--- config.mk ---
export PLATFORM = sky130hd
export DESIGN_NAME = adc_seq_top
export DESIGN_NICKNAME = d
export VERILOG_FILES = /design/src/rtl/adc_seq_pkg.sv /design/src/rtl/adc_seq_ctrl.sv /design/src/rtl/adc_seq_dp.sv /design/src/rtl/adc_seq_top.sv
export SDC_FILE = /design/constraint.sdc
export NUM_CORES = 1
export LEC_CHECK = 0
export CAP_MARGIN = 5
export CORE_ASPECT_RATIO = 0.8
export CORE_MARGIN = 2
export CORE_UTILIZATION = 45
export CTS_BUF_LIST = sky130_fd_sc_hd__clkbuf_4
export DETAILED_ROUTE_END_ITERATION = 8
export GPL_ROUTABILITY_DRIVEN = 1
export MAX_ROUTING_LAYER = met4
export SYNTH_ARGS = -nofsm -noshare
export SYNTH_HDL_FRONTEND = slang
export SYNTH_SLANG_ARGS = --single-unit
--- constraint.sdc ---
create_clock -name clk -period 15.2 [get_ports clk]
set_clock_uncertainty 0.15 [all_clocks]
set_input_delay 3.8 -clock clk [delete_from_list [all_inputs] [get_ports clk]]
set_output_delay 3.8 -clock clk [all_outputs]
set_load 0.02 [all_outputs]
--- src/rtl/adc_seq_pkg.sv ---
package adc_seq_pkg;

  // Sequencer phases
  typedef enum logic [1:0] {
    ST_IDLE = 2'd0,
    ST_ACQ  = 2'd1,
    ST_CONV = 2'd2
  } seqState_t;

  // Strobes from control to datapath
  typedef struct packed {
    logic clearSar;  // start a new approximation
    logic stepBit;   // resolve the current trial bit
    logic writeRes;  // store the finished code and advance
  } dpCmd_t;

endpackage

--- src/rtl/adc_seq_ctrl.sv ---
module adc_seq_ctrl
  import adc_seq_pkg::*;
#(
  parameter int DIV_W = 8,
  parameter int ACQ_W = 5,
  parameter int RES_W = 10
) (
  input  logic             clk,
  input  logic             rstN,
  input  logic [DIV_W-1:0] tadDiv,
  input  logic             autoMode,
  input  logic             sampleBit,
  input  logic [ACQ_W-1:0] acqCount,
  input  logic             trigSel,
  input  logic             extTrig,
  output logic             shConnect,
  output dpCmd_t           cmd
);

  localparam int CONV_TADS = RES_W + 2;
  localparam int CONV_W    = $clog2(CONV_TADS);
  localparam int SEQ_W     = (ACQ_W > CONV_W) ? ACQ_W : CONV_W;

  seqState_t        state, nextState;
  logic [DIV_W-1:0] tadCnt;
  logic             tick;
  logic [SEQ_W-1:0] seqCnt;
  logic [ACQ_W-1:0] acqTarget;
  logic             leaving;

  assign tick      = (tadCnt == tadDiv);
  assign acqTarget = (acqCount == '0) ? ACQ_W'(1) : acqCount;
  assign leaving   = (nextState != state);
  assign shConnect = (state == ST_ACQ);

  always_comb begin
    nextState = state;
    cmd       = '0;
    unique case (state)
      ST_IDLE: begin
        if (autoMode || sampleBit) nextState = ST_ACQ;
      end
      ST_ACQ: begin
        if (!autoMode) begin
          if (!sampleBit) nextState = ST_CONV;
        end else if (trigSel) begin
          if (extTrig) nextState = ST_CONV;
        end else if (tick && (seqCnt == SEQ_W'(acqTarget - ACQ_W'(1)))) begin
          nextState = ST_CONV;
        end
        cmd.clearSar = (nextState == ST_CONV);
      end
      ST_CONV: begin
        if (tick) begin
          cmd.stepBit = (seqCnt < SEQ_W'(RES_W));
          if (seqCnt == SEQ_W'(CONV_TADS - 1)) begin
            cmd.writeRes = 1'b1;
            nextState    = ST_IDLE;
          end
        end
      end
      default: nextState = ST_IDLE;
    endcase
  end

  always_ff @(posedge clk or negedge rstN) begin
    if (!rstN) begin
      state  <= ST_IDLE;
      tadCnt <= '0;
      seqCnt <= '0;
    end else begin
      state <= nextState;
      if (leaving || tick) tadCnt <= '0;
      else                 tadCnt <= tadCnt + 1'b1;
      if (leaving)   seqCnt <= '0;
      else if (tick) seqCnt <= seqCnt + 1'b1;
    end
  end


  acq_tick_end_chk: assert property (@(posedge clk) disable iff (!rstN)
    (state == ST_CONV && $past(state) == ST_ACQ && $past(autoMode) && !$past(trigSel))
      |-> $past(tick));


  manual_hold_chk: assert property (@(posedge clk) disable iff (!rstN)
    (state == ST_ACQ && !autoMode && sampleBit) |=> (state == ST_ACQ));


  trig_wait_chk: assert property (@(posedge clk) disable iff (!rstN)
    (state == ST_ACQ && autoMode && trigSel && !extTrig) |=> (state == ST_ACQ));

endmodule

--- src/rtl/adc_seq_dp.sv ---
module adc_seq_dp
  import adc_seq_pkg::*;
#(
  parameter int RES_W = 10,
  parameter int NCH   = 16,
  parameter int DEPTH = 16,
  parameter int CH_W  = $clog2(NCH),
  parameter int PTR_W = $clog2(DEPTH)
) (
  input  logic             clk,
  input  logic             rstN,
  input  dpCmd_t           cmd,
  input  logic             cmpIn,
  input  logic [CH_W-1:0]  chSelA,
  input  logic [CH_W-1:0]  chSelB,
  input  logic             altEn,
  input  logic             scanEn,
  input  logic [NCH-1:0]   scanMask,
  input  logic [PTR_W-1:0] convPerInt,
  input  logic             irqEn,
  input  logic [PTR_W-1:0] rdAddr,
  output logic [RES_W-1:0] dacCode,
  output logic [CH_W-1:0]  chanSel,
  output logic             resultStrobe,
  output logic [PTR_W-1:0] resultIdx,
  output logic [RES_W-1:0] resultVal,
  output logic             irq,
  output logic [RES_W-1:0] rdData
);

  localparam logic [RES_W-1:0] TOP_BIT = RES_W'(1) << (RES_W - 1);

  // ---------------- successive approximation ----------------
  logic [RES_W-1:0] sar, trialMask;

  assign dacCode = sar | trialMask;

  always_ff @(posedge clk or negedge rstN) begin
    if (!rstN) begin
      sar       <= '0;
      trialMask <= '0;
    end else if (cmd.clearSar) begin
      sar       <= '0;
      trialMask <= TOP_BIT;
    end else if (cmd.stepBit) begin
      if (cmpIn) sar <= sar | trialMask;
      trialMask <= trialMask >> 1;
    end
  end

  // ---------------- channel selection ----------------
  function automatic logic [CH_W-1:0] nextOn(input logic [CH_W-1:0] p,
                                              input logic [NCH-1:0]  m);
    logic found;
    logic [CH_W-1:0] cand;
    nextOn = p;
    found  = 1'b0;
    for (int i = 1; i <= NCH; i++) begin
      cand = CH_W'((int'(p) + i) % NCH);
      if (!found && m[cand]) begin
        nextOn = cand;
        found  = 1'b1;
      end
    end
  endfunction

  logic            useB;
  logic [CH_W-1:0] scanCur, scanA, selA;
  logic            onB;

  assign scanA   = scanMask[scanCur] ? scanCur : nextOn(scanCur, scanMask);
  assign selA    = scanEn ? scanA : chSelA;
  assign onB     = altEn && useB;
  assign chanSel = onB ? chSelB : selA;

  always_ff @(posedge clk or negedge rstN) begin
    if (!rstN) begin
      useB    <= 1'b0;
      scanCur <= '0;
    end else if (cmd.writeRes) begin
      useB <= altEn ? !useB : 1'b0;
      if (scanEn && !onB) scanCur <= nextOn(scanA, scanMask);
    end
  end

  // ---------------- result buffer ----------------
  logic [RES_W-1:0] resBuf [DEPTH];
  logic [PTR_W-1:0] wrPtr;
  logic             groupEnd;

  assign groupEnd = (wrPtr == convPerInt);
  assign rdData   = resBuf[rdAddr];

  always_ff @(posedge clk) begin
    if (cmd.writeRes) resBuf[wrPtr] <= sar;
  end

  always_ff @(posedge clk or negedge rstN) begin
    if (!rstN) begin
      wrPtr        <= '0;
      resultStrobe <= 1'b0;
      resultIdx    <= '0;
      resultVal    <= '0;
      irq          <= 1'b0;
    end else begin
      resultStrobe <= cmd.writeRes;
      irq          <= cmd.writeRes && irqEn && groupEnd;
      if (cmd.writeRes) begin
        resultIdx <= wrPtr;
        resultVal <= sar;
        wrPtr     <= groupEnd ? '0 : wrPtr + 1'b1;
      end
    end
  end


  step_guard_chk: assert property (@(posedge clk) disable iff (!rstN)
    cmd.stepBit |-> (trialMask != '0));


  write_done_chk: assert property (@(posedge clk) disable iff (!rstN)
    cmd.writeRes |-> (trialMask == '0));


  trial_onehot_chk: assert property (@(posedge clk) disable iff (!rstN)
    $onehot0(trialMask));


  ptr_step_chk: assert property (@(posedge clk) disable iff (!rstN)
    cmd.writeRes |=> (wrPtr == '0 || wrPtr == $past(wrPtr) + 1'b1));


  irq_group_chk: assert property (@(posedge clk) disable iff (!rstN)
    irq |-> (resultStrobe && resultIdx == convPerInt));

endmodule

--- src/rtl/adc_seq_top.sv ---
module adc_seq_top
  import adc_seq_pkg::*;
#(
  parameter int RES_W = 10,
  parameter int NCH   = 16,
  parameter int DEPTH = 16,
  parameter int DIV_W = 8,
  parameter int ACQ_W = 5,
  parameter int CH_W  = $clog2(NCH),
  parameter int PTR_W = $clog2(DEPTH)
) (
  input  logic             clk,
  input  logic             rstN,
  input  logic [DIV_W-1:0] tadDiv,
  input  logic             autoMode,
  input  logic             sampleBit,
  input  logic [ACQ_W-1:0] acqCount,
  input  logic             trigSel,
  input  logic             extTrig,
  input  logic [CH_W-1:0]  chSelA,
  input  logic [CH_W-1:0]  chSelB,
  input  logic             altEn,
  input  logic             scanEn,
  input  logic [NCH-1:0]   scanMask,
  input  logic [PTR_W-1:0] convPerInt,
  input  logic             irqEn,
  input  logic             cmpIn,
  input  logic [PTR_W-1:0] rdAddr,
  output logic             shConnect,
  output logic [CH_W-1:0]  chanSel,
  output logic [RES_W-1:0] dacCode,
  output logic             resultStrobe,
  output logic [PTR_W-1:0] resultIdx,
  output logic [RES_W-1:0] resultVal,
  output logic             irq,
  output logic [RES_W-1:0] rdData
);

  dpCmd_t cmd;

  adc_seq_ctrl #(
    .DIV_W(DIV_W), .ACQ_W(ACQ_W), .RES_W(RES_W)
  ) u_ctrl (
    .clk(clk), .rstN(rstN), .tadDiv(tadDiv), .autoMode(autoMode),
    .sampleBit(sampleBit), .acqCount(acqCount), .trigSel(trigSel),
    .extTrig(extTrig), .shConnect(shConnect), .cmd(cmd)
  );

  adc_seq_dp #(
    .RES_W(RES_W), .NCH(NCH), .DEPTH(DEPTH), .CH_W(CH_W), .PTR_W(PTR_W)
  ) u_dp (
    .clk(clk), .rstN(rstN), .cmd(cmd), .cmpIn(cmpIn),
    .chSelA(chSelA), .chSelB(chSelB), .altEn(altEn), .scanEn(scanEn),
    .scanMask(scanMask), .convPerInt(convPerInt), .irqEn(irqEn),
    .rdAddr(rdAddr), .dacCode(dacCode), .chanSel(chanSel),
    .resultStrobe(resultStrobe), .resultIdx(resultIdx),
    .resultVal(resultVal), .irq(irq), .rdData(rdData)
  );

endmodule

After elaboration in Yosys (flattened, before gate mapping). Memories as Yosys holds them, arrays and structs flattened. Index checks and enable logic that the tools add are counted.

RAM bits: 160. Memories kept: 1. Output and inout port bits: 41. Logic and storage cells: 356. Input port bits: 55. Flip-flop bits (word level): 60.

Memory list: u_dp.resBuf (words 16, bits a word 10, rd ports 1, clocked after memory_dff 0, wr ports 1, RTL line adc_seq_dp.sv:87) `logic [RES_W-1:0] resBuf [DEPTH];`.

$add $sub $neg: 36. Equal/unequal tests: 8. $lt $le $gt $ge: 34. Bitwise operators: 1. Reductions and logical operators: 76. Multiplexer cells: 188.

Operators by type and width (count): $lt A4 B5 Y1 const B (33); $mux W4 (36); $bmux W1 S4 (33); $mux W1 (98); $add A4 B4 Y4 const B (16); $mux W10 (5); $logic_and A1 B1 Y1 (35); $add A4 B3 Y4 const B (8); $logic_not A1 Y1 (32); $mux W2 (11); $add A4 B1 Y4 const B (5); $add A4 B2 Y4 const B (4); $mux W5 (3); $or A10 B10 Y10 (1); $add A8 B1 Y8 const B (1); $eq A8 B8 Y1 (1); $mux W8 (1); $pmux W2 S3 (1); $reduce_bool A2 Y1 (3); $add A5 B1 Y5 const B (1); $eq A5 B4 Y1 const B (1); $eq A5 B5 Y1 (1); $logic_not A5 Y1 (1); $lt A5 B4 Y1 const B (1); 8 further kinds (11).

Logic depth before layout (Yosys ltp). Gate-level depths: netlist (run 1).

Depth after elaboration: 129. Gate-level depth with buffers: 33. Mapped depth without buffers: 27.

By module. Synthesis (run 1) repeated with hierarchy kept, for this count alone.

Cells, all modules: 1170. Area total of the unflattened synthesis: 14169.8 sq um.

By module, submodules not included: adc_seq_dp (area each 13085.0 sq um, cells an instance 1058, times used 1); adc_seq_ctrl (area each 1084.8 sq um, cells an instance 112, times used 1).

Worst setup path before layout (run 1). OpenSTA, ideal clock, no wires.

Path kind: input to output. Start point: in scanMask[13]. End point: out chanSel[1]. Stages: 13. Required time: 11.250 ns. Path slack: 3.335 ns. Arrival time: 7.915 ns. Path through: mux4_2 > mux2_2 > mux2_4 > or2_4 > or4_4 > nor2_1 > a31oi_1 > o311ai_2 > a2bb2oi_4 > clkbuf_1 > buf_1 > mux2i_1 > o21ai_0.

Longest elaborated chain between the ends: 51.

Ends and longest elaborated chain: start, declared (RTL line adc_seq_top.sv:24) `input logic [NCH-1:0] scanMask,`; $bmux W1 S4 (RTL line adc_seq_dp.sv:60) `if (!found && m[cand]) begin`; $mux W1 (not written as such) (RTL line adc_seq_dp.sv:60); $mux W1 (RTL line adc_seq_dp.sv:60); $logic_not A1 Y1 (RTL line adc_seq_dp.sv:60); $logic_and A1 B1 Y1 (RTL line adc_seq_dp.sv:60); $mux W1 (RTL line adc_seq_dp.sv:60); $logic_not A1 Y1 (RTL line adc_seq_dp.sv:60); $logic_and A1 B1 Y1 (RTL line adc_seq_dp.sv:60); [... 35 more ...]; $logic_and A1 B1 Y1 (RTL line adc_seq_dp.sv:60); $mux W1 (RTL line adc_seq_dp.sv:60); $logic_not A1 Y1 (RTL line adc_seq_dp.sv:60); $logic_and A1 B1 Y1 (RTL line adc_seq_dp.sv:60); $mux W4 (RTL line adc_seq_dp.sv:60); $mux W4 (*) (RTL line adc_seq_dp.sv:71) `assign scanA = scanMask[scanCur] ? scanCur : nextOn(scanCur, scanMask);`; $mux W4 (*) (RTL line adc_seq_dp.sv:72) `assign selA = scanEn ? scanA : chSelA;`; $mux W4 (*) (RTL line adc_seq_dp.sv:74) `assign chanSel = onB ? chSelB : selA;`; end, declared (RTL line adc_seq_top.sv:30) `output logic [CH_W-1:0] chanSel,`.

Every way passes the cells marked *; elsewhere a longest branch is shown, timed or not. The select of a mux whose other input is x is not followed.

Worst setup path in the final report (run 1).
Start point: in scanMask[9]. End point: out chanSel[2].

The elaborated chain is that of the path after synthesis.

==> reports/metrics.yaml, run 1 <==
status: "finished, final reports clean"
grt_util_met1_pct: 39.1
grt_start_max_net_pins: 61
final_cell_mix: "160 x edfxtp_1, 129 x nand2_1, 102 x nor2_1"
slew_headroom_pct: 20.8
dr.first_iter.drc_count: 1123
worst_slew_pin_slew_ps: 1180
die_w_um: 201
synth-seq-area-share_pct: 45.1
finalHoldViolations: 0
final.setup.tns_ps: 0
setup_viol: 0
wirelength_mm: 38.6
dr.pass1.iters: 6
clk_path_buf_depth: 3
crit_arrival_ps: 9090
synth-seq-cells: 220
synthFlopType: "edfxtp_1"
grt_pass1_wl_mm: 60.7
fin_nets: 1363
cp.required_ps: 11250
clk_pin_slew_ps: 70
insertion_delay_ps: 630
num_vias: 10558
synth_fp_nets: 1261
area_growth_pct: 14.3
wl_per_cell_um: 22.2
port_buffers: 95
post_cts_resized: 0
cp-end-kind: "output pin"
drc: 0
cap_violations: 0
cts_htree_levels: 2
routed_via_density: 6.07
finalHoldWorstSlack_ps: 341
synth-edff-count: 160
finalWorstSetupSlack_ps: 2160
grt_antenna_before_repair: 0
num_rows: 57
hpwl_mm: 26.8
grtUsageMet3_pct: 4.37
grt_usage_pct: 24.8
grt-ovfl-total: 0
cts-root-buf: "clkbuf_4"
p_per_area_mw_per_mm2: 87.8
ios: 96
synthArstFlopShare_pct: 27.3
cts.sinks: 220
crit_type: "in -> out"
syn_inst: 1184
n_antenna_cell: 0
post-route-period-util_pct: 85.8
p_leak_nw: 5.94
tritoncts: "yes"
preCtsSetupSlack_ps: 2200
cts_buffers: 51
ctsHoldBuffers: 0
start_util_pct: 45.9
syn_area_mm2: 0.0140
synth_cell_types: 96
die_h_um: 162
ir_drop_v: 0.0000656
core_area_mm2: 0.0305
gp_routability_congestion: 0.950
cts_setup_buffers: 0
layout_min_cycle_time_ps: 13040
fill_cells: 2777
startpoint_type: "input pin"
die-area_mm2: 0.0325
met2_usage_pct: 33.8
grt_setup_unrepaired: "no"
report.final.slew_viol_count: 0
grt_pass1_vias: 10182
ys_warn_count: 0
ant_nets: 0
clock.fmax_mhz: 76.7
layout_commonest_cell: "edfxtp_1"
busiest_layer: "met1"
min_path_type: "reg -> reg"
avgSynthCellArea_um2: 11.8
cp_max_fo: 20
layout-drive-gt1-share_pct: 20.7
worst max-delay path, cell delays in order:
cell and delay (ps):
clkdlybuf4s50_1 620, mux4_2 610, mux2_2 300, mux2_2 360, nand4bb_4 260, or4_1 600, nor4_2 280, a21oi_1 130
a2111oi_0 400, a21o_1 170, buf_4 280, clkinv_2 270, nand2_1 120, o21ai_0 80, o21ai_0 160, clkdlybuf4s50_1 640
sequential cells by signal, indices dropped and copies added (netlist names):
register,flops
u_dp.wrPtr,4
u_dp.resultStrobe,1
u_dp.scanCur,4
u_dp.trialMask,10
u_dp.resultVal,10
u_dp.resultIdx,4
u_dp.sar,10
u_ctrl.state,2
u_ctrl.seqCnt,5
u_dp.useB,1
u_dp.irq,1
u_dp.resBuf,160
u_ctrl.tadCnt,8
power by group:
group          total [mW]  switching, mW  internal, mW  leakage [nW]
clock               0.476          0.227         0.249         0.396
combinational       0.280          0.167         0.113          3.18
sequential          0.649        0.00665         0.642          2.36
stage by stage:
step,instance area [um^2],utilization (%),total power [mW],cells
after floorplan,14000,-,0.853,1184
after global placement,15300,50.2,0.937,1646
after detailed placement,15300,50.2,0.935,1646
after CTS,16000,52.4,1.41,1738
after global routing,16000,52.4,1.47,1738
final,16000,52.4,1.40,1738
Yosys cell counts, drive strengths merged (4+ instances only):
| cell type | n | area (um^2) |
|---|---|---|
| edfxtp | 160 | 4800 |
| xor2 | 23 | 220 |
| and2 | 5 | 31.3 |
| a311oi | 4 | 35.0 |
| o221ai | 5 | 43.8 |
| and4 | 4 | 37.5 |
| o21ai | 47 | 235 |
| a2111oi | 4 | 35.0 |
| a31oi | 10 | 77.6 |
| a32oi | 4 | 35.0 |
| and3 | 8 | 50.1 |
| o2111ai | 4 | 35.0 |
| mux4 | 91 | 2050 |
| nand4 | 12 | 81.3 |
| mux2 | 28 | 319 |
| or3 | 5 | 31.3 |
| nand2 | 130 | 504 |
| a211o | 5 | 43.8 |
| a21oi | 46 | 230 |
| nor2b | 9 | 56.3 |
| a211oi | 11 | 87.6 |
| inv | 25 | 98.9 |
| nor3 | 34 | 175 |
| xnor2 | 26 | 250 |
| a22oi | 11 | 87.6 |
| nor4 | 10 | 105 |
| buf | 23 | 128 |
| or2 | 16 | 103 |
| dfrtp | 60 | 1500 |
| nor2 | 105 | 402 |
| clkbuf | 42 | 158 |
| nand3 | 35 | 175 |
| mux2i | 71 | 711 |
| nand2b | 10 | 62.6 |
| a22o | 10 | 87.6 |
| ha | 22 | 275 |
| o31ai | 6 | 50.1 |
| o22ai | 7 | 43.8 |
| a21boi | 5 | 37.5 |
final timing paths:
path	start	endpoint	slack [ps]	cells past startpoint
hold reg to reg	u_dp.resultVal[1]$_DFFE_PN0P_	u_dp.resultVal[1]$_DFFE_PN0P_	340	2
setup / recovery	scanMask[9]	chanSel[2]	2160	16
max in group asynchronous	rstN	u_ctrl.seqCnt[1]$_DFFE_PN0N_	11200	2
min in group asynchronous	rstN	u_dp.resultVal[6]$_DFFE_PN0P_	3180	2
hold / removal	u_dp.resultVal[1]$_DFFE_PN0P_	u_dp.resultVal[1]$_DFFE_PN0P_	340	2
setup reg to reg	u_dp.scanCur[1]$_DFFE_PN0P_	u_dp.scanCur[0]$_DFFE_PN0P_	5720	28
area by class of cell:
class | count | area (um^2) | share of cell area [%]
Clock buffer | 77 | 578 | 3.61
Clock inverter | 15 | 87.6 | 0.548
Inverter | 26 | 104 | 0.649
Multi-Input combinational cell | 873 | 7320 | 45.8
Sequential cell | 220 | 6310 | 39.4
Tap cell | 413 | 517 | 3.23
Timing Repair Buffer | 114 | 1080 | 6.74
metal layers:
metal | wire length (um) | share of wire, %
met1 | 18900 | 49
met3 | 3220 | 8.3
met5 | 0 | 0
met4 | 316 | 0.82
met2 | 16200 | 42
kinds of logic after synthesis:
group                      Yosys count  synth area share, %
adders and majority gates           22                 1.97
DFF                                220                 45.1
buffers and inverters               91                 2.78
and+or+nand+nor                    400                 14.2
xor gates and xnor gates            49                 3.36
muxes                              190                 22.0
AOI/OAI and AO/OA                  212                 10.6
Note: power is estimated with default switching activity, not from simulation.
==> run 2: changes to the inputs <==
- ABC_CLOCK_PERIOD_IN_PS: unset -> 15200
- CORE_UTILIZATION: 45 -> 39
==> run 2 against run 1 <==
  * Combinational power is essentially flat
  * Hold slack lost 10 ps
  * Sequential share of layout area shrank 0.13 points
  * Fmax shrank 4.0%
  * Global-route usage shrank 3.3 points
  * Wire length grew 1.2%
  * Final cell count grew 4.0%
  * Total power shrank 1.1%
  * Register-to-register slack lost 110 ps
  * Non-clock buffer count grew 2
  * Flip-flop and latch count is the same
  * Critical path type unchanged
  * Worst setup slack lost 540 ps
==> reports/metrics.yaml, run 2 (same netlist as run 1, synthesis figures left out) <==
status: "finished, final reports clean"
area_growth_pct: 14.6
met2_usage_pct: 30.7
clock.fmax_mhz: 73.6
dr.first_iter.drc_count: 1025
drc: 0
wirelength_mm: 39.1
cp.required_ps: 11250
p_per_area_mw_per_mm2: 86.5
crit_path_top_delay_cell: "a21o_1"
die-area_mm2: 0.0374
ctsHoldBuffers: 0
slew_headroom_pct: 24.8
fin_cells: 1808
layout-drive-gt1-share_pct: 20.3
grt_usage_pct: 21.5
grt_pass1_vias: 10264
grtUsageMet3_pct: 3.98
max_stage_delay_ps: 750
crit_arrival_ps: 9630
post_cts_resized: 0
cp_max_fo: 20
finalWorstSetupSlack_ps: 1620
setup_viol: 0
final_area_mm2: 0.0160
ios: 96
layout_commonest_cell: "edfxtp_1"
start_util_pct: 39.3
die_h_um: 173
dr.pass1.iters: 7
largest_reg_flops: 160
grt_start_max_net_pins: 61
die_w_um: 216
ant_nets: 0
tritoncts: "yes"
regMostFlops: "u_dp.resBuf"
num_rows: 62
clk_path_buf_depth: 3
fin_nets: 1365
grt_antenna_before_repair: 1
cts_buffers: 51
layout_min_cycle_time_ps: 13580
gp_routability_congestion: 0.953
cp_cell_sequence: "clkdlybuf4s50_1 > mux4_2 > mux2_2 > mux2_2 > nand4bb_4 > or4_1 > nor4_2 > a21oi_1 > a2111oi_0 > a21o_1 > clkinv_2 > nand2_1 > o21ai_0 > o21ai_0 > clkdlybuf4s50_1"
crit_type: "in -> out"
cts.sinks: 220
finalHoldViolations: 0
startpoint_type: "input pin"
regArea_mm2: 0.00631
wl_per_cell_um: 21.6
report.final.slew_viol_count: 0
n_antenna_cell: 0
multi_input_area_mm2: 0.00730
num_vias: 10617
grt_util_met1_pct: 32.0
clk_pin_slew_ps: 70
fill_cells: 3258
busiest_layer: "met1"
post-route-period-util_pct: 89.3
min_path_type: "reg -> reg"
place_inst: 1715
final.setup.tns_ps: 0
preCtsSetupSlack_ps: 1660
final_cell_mix: "160 x edfxtp_1, 129 x nand2_1, 102 x nor2_1"
worst_slew_pin_slew_ps: 1120
dpl_cell_area_mm2: 0.0154
port_buffers: 95
cts-root-buf: "clkbuf_4"
final_util_pct: 45.1
insertion_delay_ps: 640
grt-ovfl-total: 0
grt_setup_unrepaired: "no"
cp-end-kind: "output pin"
core_area_mm2: 0.0356
ir_drop_v: 0.0000386
cap_violations: 0
hpwl_mm: 27.4
cts_htree_levels: 2
p_leak_nw: 5.93
cts_setup_buffers: 0
routed_via_density: 5.87
grt_pass1_wl_mm: 61.3
run 2: cell count changes in the layout (fill, tap and decap cells not counted):
| cell | before | now |
|---|---|---|
| nor3_1 | 29 | 33 |
| nor3_2 | 5 | 1 |
| clkinv_1 | 12 | 15 |
| buf_4 | 19 | 21 |
| clkbuf_4 | 77 | 75 |
| bufinv_16 | 1 | 0 |
| clkinv_2 | 1 | 2 |
| clkinvlp_4 | 0 | 1 |
| inv_2 | 4 | 3 |
run 2: area by class of cell:
class,instances,area share (%)
inverter,26,0.647
clock buffer,75,3.51
clock inverter,18,0.483
sequential,220,39.3
timing repair buffer,116,6.81
multi-input combinational,873,45.5
tap,480,3.74
run 2: report_power, final:
| part | leakage, nW | switching [mW] | internal (mW) |
|---|---|---|---|
| Combinational | 3.19 | 0.166 | 0.113 |
| Clock | 0.377 | 0.232 | 0.227 |
| Sequential | 2.36 | 0.00802 | 0.642 |
run 2: metrics by stage:
step	power (mW)	hold slack [ps]
after global routing	1.46	360
after CTS	1.40	338
after global placement	0.936	311
final	1.39	331
after floorplan	0.853	309
after detailed placement	0.936	318
run 2: path summary, 6_finish.rpt:
path | startpoint | cells after the start | slack, ps | end
worst max-delay path | scanMask[10] | 15 | 1620 | chanSel[2]
worst min-delay path | u_dp.resultIdx[0]$_DFFE_PN0P_ | 2 | 330 | u_dp.resultIdx[0]$_DFFE_PN0P_
worst min register to register | u_dp.resultIdx[0]$_DFFE_PN0P_ | 2 | 330 | u_dp.resultIdx[0]$_DFFE_PN0P_
max in group asynchronous | rstN | 2 | 11180 | u_dp.useB$_DFFE_PN0P_
min in group asynchronous | rstN | 2 | 3160 | u_dp.wrPtr[3]$_DFFE_PN0P_
worst max register to register | u_dp.scanCur[1]$_DFFE_PN0P_ | 29 | 5610 | u_dp.scanCur[0]$_DFFE_PN0P_
run 2: metal layers:
layer  up-vias  part of all wire [%]
li1       4839                     -
met1      5274                    47
met2       459                    44
met3        45                   7.5
met4         0                   1.5
met5         -                     0
run 2: worst max-delay path: cells and delay by family:
kind,cells,cell delay (ps)
AOI/OAI and AO/OA,5,1470
buffers and inverters,3,1690
and+or+nand+nor,4,1380
muxes,3,1280
